**config.mk**
```make
export PLATFORM = sky130hd
export DESIGN_NAME = i2c_addr_seq
export DESIGN_NICKNAME = d
export VERILOG_FILES = /design/src/rtl/i2c_aseq_pkg.sv /design/src/rtl/aseq_cfg.sv /design/src/rtl/aseq_plan.sv /design/src/rtl/aseq_ctrl.sv /design/src/rtl/i2c_addr_seq.sv
export SDC_FILE = /design/constraint.sdc
export NUM_CORES = 1
export LEC_CHECK = 0
export BUFFER_PORTS_ARGS = -buffer_cell sky130_fd_sc_hd__clkbuf_2
export CELL_PAD_IN_SITES_DETAIL_PLACEMENT = 1
export CELL_PAD_IN_SITES_GLOBAL_PLACEMENT = 2
export CORE_UTILIZATION = 28
export CTS_CLUSTER_DIAMETER = 150
export CTS_CLUSTER_SIZE = 8
export DETAILED_ROUTE_END_ITERATION = 10
export GPL_ROUTABILITY_DRIVEN = 0
export PLACE_DENSITY = 0.86
export SETUP_SLACK_MARGIN = 0.15
export SYNTH_ARGS = -nofsm -noshare
export SYNTH_HDL_FRONTEND = slang
export SYNTH_SLANG_ARGS = --single-unit
```
**constraint.sdc**
```tcl
create_clock -name clk -period 1.6 [get_ports clk]
set_input_delay 0.32 -clock clk [delete_from_list [all_inputs] [get_ports clk]]
set_output_delay 0.32 -clock clk [all_outputs]
set_load 0.005 [all_outputs]
```
**src/rtl/i2c_aseq_pkg.sv**
```systemverilog
package i2c_aseq_pkg;
  localparam int ADDR_W = 10;
  localparam int BYTE_W = 8;
  localparam int STEP_W = 3;
  localparam logic [4:0] HDR10_PREFIX = 5'b11110;

  typedef enum logic [1:0] {
    OP_START   = 2'd0,
    OP_RESTART = 2'd1,
    OP_SEND    = 2'd2
  } op_e;

  typedef enum logic [1:0] {
    PH_IDLE  = 2'd0,
    PH_ISSUE = 2'd1,
    PH_WAIT  = 2'd2
  } phase_e;

  typedef struct packed {
    logic [ADDR_W-1:0] addr;
    logic              mode10;
    logic              rd;
    logic              hdr_only;
  } cfg_t;
endpackage

```
**src/rtl/aseq_cfg.sv**
```systemverilog
module aseq_cfg
  import i2c_aseq_pkg::*;
(
  input  logic clk,
  input  logic rst_n,
  input  logic wr,
  input  cfg_t wr_cfg,
  input  logic start_set,
  input  logic busy,
  input  logic first_acc,
  output cfg_t cfg_q,
  output logic pend
);
  logic lock;
  assign lock = pend | busy;

  always_ff @(posedge clk or negedge rst_n) begin
    if (!rst_n) begin
      cfg_q <= '0;
    end else if (wr && !lock) begin
      cfg_q <= wr_cfg;
    end
  end

  always_ff @(posedge clk or negedge rst_n) begin
    if (!rst_n) begin
      pend <= 1'b0;
    end else if (first_acc) begin
      pend <= 1'b0;
    end else if (start_set && !lock) begin
      pend <= 1'b1;
    end
  end
endmodule

```
**src/rtl/aseq_plan.sv**
```systemverilog
module aseq_plan
  import i2c_aseq_pkg::*;
(
  input  cfg_t              cfg,
  input  logic [STEP_W-1:0] step,
  output op_e               op,
  output logic [BYTE_W-1:0] byte_o,
  output logic              last
);
  logic [BYTE_W-1:0] hdr_w, hdr_r, lo_byte, b7;

  assign hdr_w   = {HDR10_PREFIX, cfg.addr[9:8], 1'b0};
  assign hdr_r   = {HDR10_PREFIX, cfg.addr[9:8], 1'b1};
  assign lo_byte = cfg.addr[7:0];
  assign b7      = {cfg.addr[7:1], cfg.rd};

  always_comb begin
    op     = OP_SEND;
    byte_o = '0;
    last   = 1'b0;
    if (!cfg.mode10) begin
      case (step)
        3'd0: op = OP_START;
        3'd1: begin byte_o = b7; last = 1'b1; end
        default: ;
      endcase
    end else if (!cfg.rd) begin
      case (step)
        3'd0: op = OP_START;
        3'd1: byte_o = hdr_w;
        3'd2: begin byte_o = lo_byte; last = 1'b1; end
        default: ;
      endcase
    end else if (cfg.hdr_only) begin
      case (step)
        3'd0: op = OP_RESTART;
        3'd1: begin byte_o = hdr_r; last = 1'b1; end
        default: ;
      endcase
    end else begin
      case (step)
        3'd0: op = OP_START;
        3'd1: byte_o = hdr_w;
        3'd2: byte_o = lo_byte;
        3'd3: op = OP_RESTART;
        3'd4: begin byte_o = hdr_r; last = 1'b1; end
        default: ;
      endcase
    end
  end
endmodule

```
**src/rtl/aseq_ctrl.sv**
```systemverilog
module aseq_ctrl
  import i2c_aseq_pkg::*;
(
  input  logic              clk,
  input  logic              rst_n,
  input  logic              pend,
  input  op_e               op,
  input  logic              last,
  input  logic              cmd_ready,
  input  logic              ack_valid,
  input  logic              ack_nack,
  output logic [STEP_W-1:0] step,
  output logic              cmd_valid,
  output logic              ack_ready,
  output logic              busy,
  output logic              first_acc,
  output logic              done,
  output logic              nack
);
  phase_e ph;
  logic   cmd_hs, ack_hs;

  assign cmd_valid = (ph == PH_ISSUE);
  assign ack_ready = (ph == PH_WAIT);
  assign busy      = (ph != PH_IDLE);
  assign cmd_hs    = cmd_valid & cmd_ready;
  assign ack_hs    = ack_ready & ack_valid;
  assign first_acc = cmd_hs & (step == '0);

  always_ff @(posedge clk or negedge rst_n) begin
    if (!rst_n) begin
      ph   <= PH_IDLE;
      step <= '0;
      done <= 1'b0;
      nack <= 1'b0;
    end else begin
      done <= 1'b0;
      nack <= 1'b0;
      case (ph)
        PH_IDLE: begin
          if (pend) begin
            ph   <= PH_ISSUE;
            step <= '0;
          end
        end
        PH_ISSUE: begin
          if (cmd_hs) begin
            if (op == OP_SEND) ph <= PH_WAIT;
            else step <= step + 1'b1;
          end
        end
        PH_WAIT: begin
          if (ack_hs) begin
            if (ack_nack) begin
              nack <= 1'b1;
              ph   <= PH_IDLE;
            end else if (last) begin
              done <= 1'b1;
              ph   <= PH_IDLE;
            end else begin
              step <= step + 1'b1;
              ph   <= PH_ISSUE;
            end
          end
        end
        default: ph <= PH_IDLE;
      endcase
    end
  end
endmodule

```
**src/rtl/i2c_addr_seq.sv**
```systemverilog
module i2c_addr_seq
  import i2c_aseq_pkg::*;
(
  input  logic        clk,
  input  logic        rst_n,
  input  logic        cfg_wr,
  input  logic [9:0]  cfg_addr,
  input  logic        cfg_mode10,
  input  logic        cfg_read,
  input  logic        cfg_hdr_only,
  input  logic        start_set,
  output logic        start_pend,
  output logic        busy,
  output logic        done,
  output logic        nack,
  output logic        cmd_valid,
  input  logic        cmd_ready,
  output logic [1:0]  cmd_op,
  output logic [7:0]  cmd_byte,
  input  logic        ack_valid,
  output logic        ack_ready,
  input  logic        ack_nack
);
  cfg_t              wr_cfg, cfg_q;
  logic              first_acc, last;
  logic [STEP_W-1:0] step;
  op_e               op;
  logic [ADDR_W-1:0] cur_addr;
  logic              cur_m10;

  assign wr_cfg   = '{addr: cfg_addr, mode10: cfg_mode10, rd: cfg_read, hdr_only: cfg_hdr_only};
  assign cur_addr = cfg_q.addr;
  assign cur_m10  = cfg_q.mode10;
  assign cmd_op   = op;

  aseq_cfg u_cfg (
    .clk(clk), .rst_n(rst_n), .wr(cfg_wr), .wr_cfg(wr_cfg),
    .start_set(start_set), .busy(busy), .first_acc(first_acc),
    .cfg_q(cfg_q), .pend(start_pend)
  );

  aseq_plan u_plan (
    .cfg(cfg_q), .step(step), .op(op), .byte_o(cmd_byte), .last(last)
  );

  aseq_ctrl u_ctrl (
    .clk(clk), .rst_n(rst_n), .pend(start_pend), .op(op), .last(last),
    .cmd_ready(cmd_ready), .ack_valid(ack_valid), .ack_nack(ack_nack),
    .step(step), .cmd_valid(cmd_valid), .ack_ready(ack_ready), .busy(busy),
    .first_acc(first_acc), .done(done), .nack(nack)
  );
endmodule

```
# --- Word level (Yosys, flattened, before mapping) ---
# Index checks and enable logic that the tools add are counted.
op_classes:
  eq_ne: 14
  reduce_logical: 10
  n_mux: 42
  addsub: 1
  bitwise: 4
ops:
  columns: ["operator", "count"]
  rows:
  - ["$mux 8", 5]
  - ["$pmux 8 s3", 1]
  - ["$mux 2", 10]
  - ["$mux 3", 6]
  - ["$mux 1", 16]
  - ["$pmux 8 s2", 1]
  - ["$ne 2x2->1 const B", 7]
  - ["$pmux 3 s3", 1]
  - ["$reduce_and 7->1", 1]
  - ["$eq 3x2->1 const B", 2]
  - ["$pmux 2 s3", 1]
  - ["$eq 2x2->1 const B", 2]
  - ["$pmux 2 s2", 1]
  - ["$reduce_and 4->1", 1]
  - ["$reduce_bool 2->1", 2]
  - ["$add 3x1->3 const B", 1]
  - ["$and 1x1->1", 3]
  - ["$eq 3x1->1 const B", 1]
  - ["$eq 3x3->1 const B", 1]
  - ["$logic_not 3->1", 1]
  - ["$reduce_bool 3->1", 1]
  - ["$eq 2x1->1 const B", 1]
  - ["$logic_and 1x1->1", 2]
  - ["$logic_not 2->1", 1]
  - ["other kinds (2)", 2]
word_totals:
  in_bits: 20
  out_inout_bits: 16
  reg_bits: 21
  elab_cells: 80

# --- Depth between registers and ports, before layout ---
depth:
  word_depth: 9
  ltp_mapped: 7
  depth_no_buf: 6

# --- Cells and area by module ---
# From an unflattened synthesis, not the netlist that was laid out.
hier_totals:
  cells_unflattened: 140
  area_unflattened_um2: 1430.1
modules_own_cells:
  columns: ["module", "cells_per_inst", "n_inst", "seq_area_each_um2", "area_each_um2"]
  rows:
  - ["aseq_cfg", 32, 1, 350.3, 541.8]
  - ["aseq_ctrl", 51, 1, 175.2, 513.0]
  - ["aseq_plan", 57, 1, 0.0, 375.4]

# --- Worst setup path before layout ---
# OpenSTA, ideal clock, no wires.
synth_timing:
  path_type: "register -> output"
  start: "register u_ctrl.step[1]"
  end: "output cmd_byte[1]"
  path_stages_with_launch: 7
  required_time_ns: 1.280
  arrival_ns: 1.371
  setup_slack_ns: -0.091
  n_path_buf: 0
  path_cell_list: "dfrtp_1 -> inv_1 -> ha_1 -> nor2b_1 -> a41oi_1 -> nor2b_1 -> o2bb2ai_1"
synth_via:
  elab_chain_len: 5
  word_cells_on_any_way: 10
  classes_between: "eq/ne: 3; mux: 7"
synth_rtl:
  columns: ["item", "line_no", "source"]
  rows:
  - ["start: declaration", "aseq_ctrl.sv:12", "output logic [STEP_W-1:0] step,"]
  - ["start signal: assignment", "aseq_ctrl.sv:49", "else step <= step + 1'b1;"]
  - ["start signal: assignment", "aseq_ctrl.sv:61", "step <= step + 1'b1;"]
  - ["$eq 3x3->1, or another cell as far along", "aseq_plan.sv:41", "case (step)"]
  - ["$pmux 8 s3 or $mux 8 (tied branches)", "aseq_plan.sv:41, aseq_plan.sv:35", null]
  - ["$mux 8", "aseq_plan.sv:34", "end else if (cfg.hdr_only) begin"]
  - ["$mux 8", "aseq_plan.sv:27", "end else if (!cfg.rd) begin"]
  - ["$mux 8 *", "aseq_plan.sv:21", "if (!cfg.mode10) begin"]
  - ["end: declaration", "i2c_addr_seq.sv:19", "output logic [7:0] cmd_byte,"]
# Mark *: on every way between the ends. The rest lies on a longest branch, timed or not.

# --- Final worst setup path ---
layout_timing:
  start: "register u_ctrl.step[1]"
  end: "output cmd_op[1]"
layout_via:
  elab_chain_len: 5
  word_cells_on_any_way: 8
  classes_between: "eq/ne: 1; mux: 6; reduce/logical: 1"
layout_rtl:
  columns: ["item", "line_no", "source"]
  rows:
  - ["$eq 3x2->1 or $logic_not 3->1 (tied branches)", null, null]
  - ["$pmux 2 s2 or $mux 2 (tied branches)", "aseq_plan.sv:41, aseq_plan.sv:35", null]
  - ["$mux 2", "aseq_plan.sv:34", null]
  - ["$mux 2", "aseq_plan.sv:27", null]
  - ["$mux 2 *", "aseq_plan.sv:21", null]
  - ["end: declaration", "i2c_addr_seq.sv:18", "output logic [1:0] cmd_op,"]
# Marked as above.

==> run_results.csv <==
group,metric,value,unit
timing,rsz0062_at_grt,"yes",
floorplanning,io_pins,36,
worst_setup_path,critical_path_class,"reg -> out",
outcome,violations,"setup timing",
global_route,grt_usage,19.4,%
logic_synthesis,synth.most_common_cell,"dfrtp_1",
floorplanning,dieWidth,70.2,microns
placement,dpl_cell_area,1780,sq um
logic_synthesis,syn-num-nets,155,
logic_synthesis,synth_area_leaders,"dfrtp_1, ha_1, mux2_1",
timing,whs,0.0459,ns
global_route,grt-ovfl-total,0,
route,ant_nets,0,
worst_setup_path,arrival,1.64,ns
logic_synthesis,syn_inst,126,
logic_synthesis,synthArstFlopShare,100,%
final_layout,area_growth,89.9,%
route,viasPerCell,5.05,
cts,insertion_delay,0.26,ns
timing,period_needed,1.96,ns
placement,place_inst,227,
timing,fin_crit_sh,123,%
logic_synthesis,yosysWarnings,0,
placement,place_ws,-0.165,ns
outcome,outcome,"finished with violations",
logic_synthesis,synth-seq-area-share,40.3,%
logic_synthesis,synthSimpleGateAreaFrac,17.1,%
global_route,grt_pass1_wl,7.31,mm
route,routed_wl,4.90,mm
final_layout,drive_above_1_share,70.5,%
final_layout,diodes,0,
cts,clk_pin_slew,0.07,ns
logic_synthesis,synth.avg_cell_area,10.3,sq um
job,drv_cap,0,
logic_synthesis,synth_top_family_by_area,"simple AND/OR/NAND/NOR gates",
cts,cts_tree,"yes",
floorplanning,core-area,4410,sq um
final_layout,multiInputGateArea,1150,sq um
timing,worst_pin_slew,0.579,ns
logic_synthesis,synth_cell_types,39,
logic_synthesis,synthXorXnorAreaFrac,0,%
power_and_ir_drop,ir_drop,706,uV
final_layout,n_fill_cell,446,
logic_synthesis,synthesis.area,1300,sq um
timing,finalHoldViolations,0,
final_layout,final_cells,262,
route,first_iter_violations,22,
global_route,grt_max_degree,22,
final_layout,nets,240,
floorplanning,dieArea,4930,sq um
final_layout,regArea,531,sq um
cts,root_buffer,"clkbuf_8",
worst_setup_path,endpoint_kind,"output pin",
timing,slew_violations,0,
timing,finalSetupViolCount,26,
final_layout,final_cell_area,2470,sq um
timing,timing.fmax,509,MHz
timing,finClkSkew,0.00272,ns
floorplanning,initial_utilization,29.5,%
floorplanning,row_count,24,
logic_synthesis,synth_mux_area_share,14.3,%
logic_synthesis,yosys_most_used_dff,"dfrtp_1",
power_and_ir_drop,total_power,5.16,mW
timing,setup_ws,-0.364,ns
cts,cts.sinks,21,
cts,cts_hold_buffers,0,
placement,hpwlAfterDp,2.84,mm
global_route,grt_pass1_vias,1440,
floorplanning,die_h,70.2,microns
route,wl_met2,2.82,mm
route,drc,0,
logic_synthesis,ys_ff_latch,21,
cts,cts_buffers,3,
route,highest_layer,"met4",
worst_setup_path,cp-start-kind,"flop",
final_layout,utilization,56.0,%
global_route,grt_antenna_before_repair,0,
logic_synthesis,synth_edf_count,0,
cts,clk_path_buf_depth,2,
logic_synthesis,synth_top_cell_area_share,40.3,%
timing,setup_tns,-4.47,ns
placement,portBuffers,35,
logic_synthesis,synth_top_area_cell,"dfrtp_1",
power_and_ir_drop,p_per_area,2080,nW/um^2
route,met3_length,192,microns
route,wl_per_cell,18.7,microns
hold_path,hp-class,"in -> async",
worst_setup_path,worst-path-max-fanout,2,
cts,htree_levels,1,
route,met1_length,1.76,mm
power_and_ir_drop,p_leak,1.17,nW
worst_setup_path,cp.required,1.28,ns
logic_synthesis,netlist_top_cells_count,"dfrtp_1, nand2_1, mux2_1",
logic_synthesis,synth_fa_ha_area_share,8.65,%
timing,max_slew_margin,61.4,%
route,first_pass_iters,4,
route,via_count,1323,
logic_synthesis,synth_compound_area_share,15.8,%
## path summary, 6_finish.rpt
path                                 from        endpoint  slack [ns]  cells after the start
setup / recovery           u_ctrl.step[1]       cmd_op[1]       -0.36                      8
hold / removal                      rst_n    u_ctrl.ph[1]        0.05                      1
setup reg to reg           u_ctrl.step[1]  u_ctrl.step[2]       -0.22                      8
hold reg to reg            u_cfg.cfg_q[8]  u_cfg.cfg_q[8]        0.52                      1
max in group asynchronous           rst_n  u_cfg.cfg_q[2]        1.14                      1
min in group clk               cfg_mode10  u_cfg.cfg_q[2]        0.29                      2
## logic make-up after synthesis
group / after synthesis
AND/OR/NAND/NOR: 40
AO/OA/AOI/OAI: 27
flip-flops: 21
multiplexers: 17
buffers and inverters: 12
adder cells (fa/ha/maj): 9
## cells in the final DEF (no fill, tap or decap), drive strengths merged, types with 2 or more instances in the layout
cell and n:
nand2b 2, inv 9, buf 54, nor2 3, o2bb2ai 2, and3 2
a31oi 3, clkbuf 32, mux2 13, a21oi 6, mux2i 4, ha 9
o21ai 3, nand2 16, a21o 3, o21a 2, nor2b 8, dfrtp 21
## power by group
| group | switching, mW | internal, mW | total, mW |
|---|---|---|---|
| registers | 0.299 | 0.779 | 1.08 |
| clock network | 0.171 | 0.177 | 0.349 |
| logic | 1.57 | 2.16 | 3.73 |
## what timing repair did
item / 4_1_cts / 5_1_grt
gates cloned: 1 / 0
gates resized for setup: 39 / 42
buffers inserted: 13 / 17
pin swaps: 16 / 15
setup endpoints to repair: 33 / 32
## sequential cells by signal (all words and copies together) (netlist names)
signal and count:
u_ctrl.done 1, u_ctrl.ph 2, u_ctrl.nack 1, u_ctrl.step 3, u_cfg.pend 1, u_cfg.cfg_q 13
## worst max-delay path, cell delays in order, from the launching register on
cell and delay (ns):
dfrtp_1 0.41, buf_6 0.14, buf_6 0.11, ha_4 0.16, ha_4 0.16, nand4b_1 0.14, nand2_2 0.10, inv_2 0.06
buf_6 0.08
## layer usage
metal	GRT usage [%]	vias to the layer above
met5	0	-
met4	4.67	0
met3	2.74	10
met2	39.1	41
met1	20.9	651
li1	-	621
## layout make-up
type,instances,area share (%)
multi-input combinational,94,46.4
timing repair buffer,82,26.2
sequential,21,21.4
tap,52,2.63
clock buffer,4,1.82
inverter,9,1.57
No activity file was read; power rests on OpenSTA's default activity.
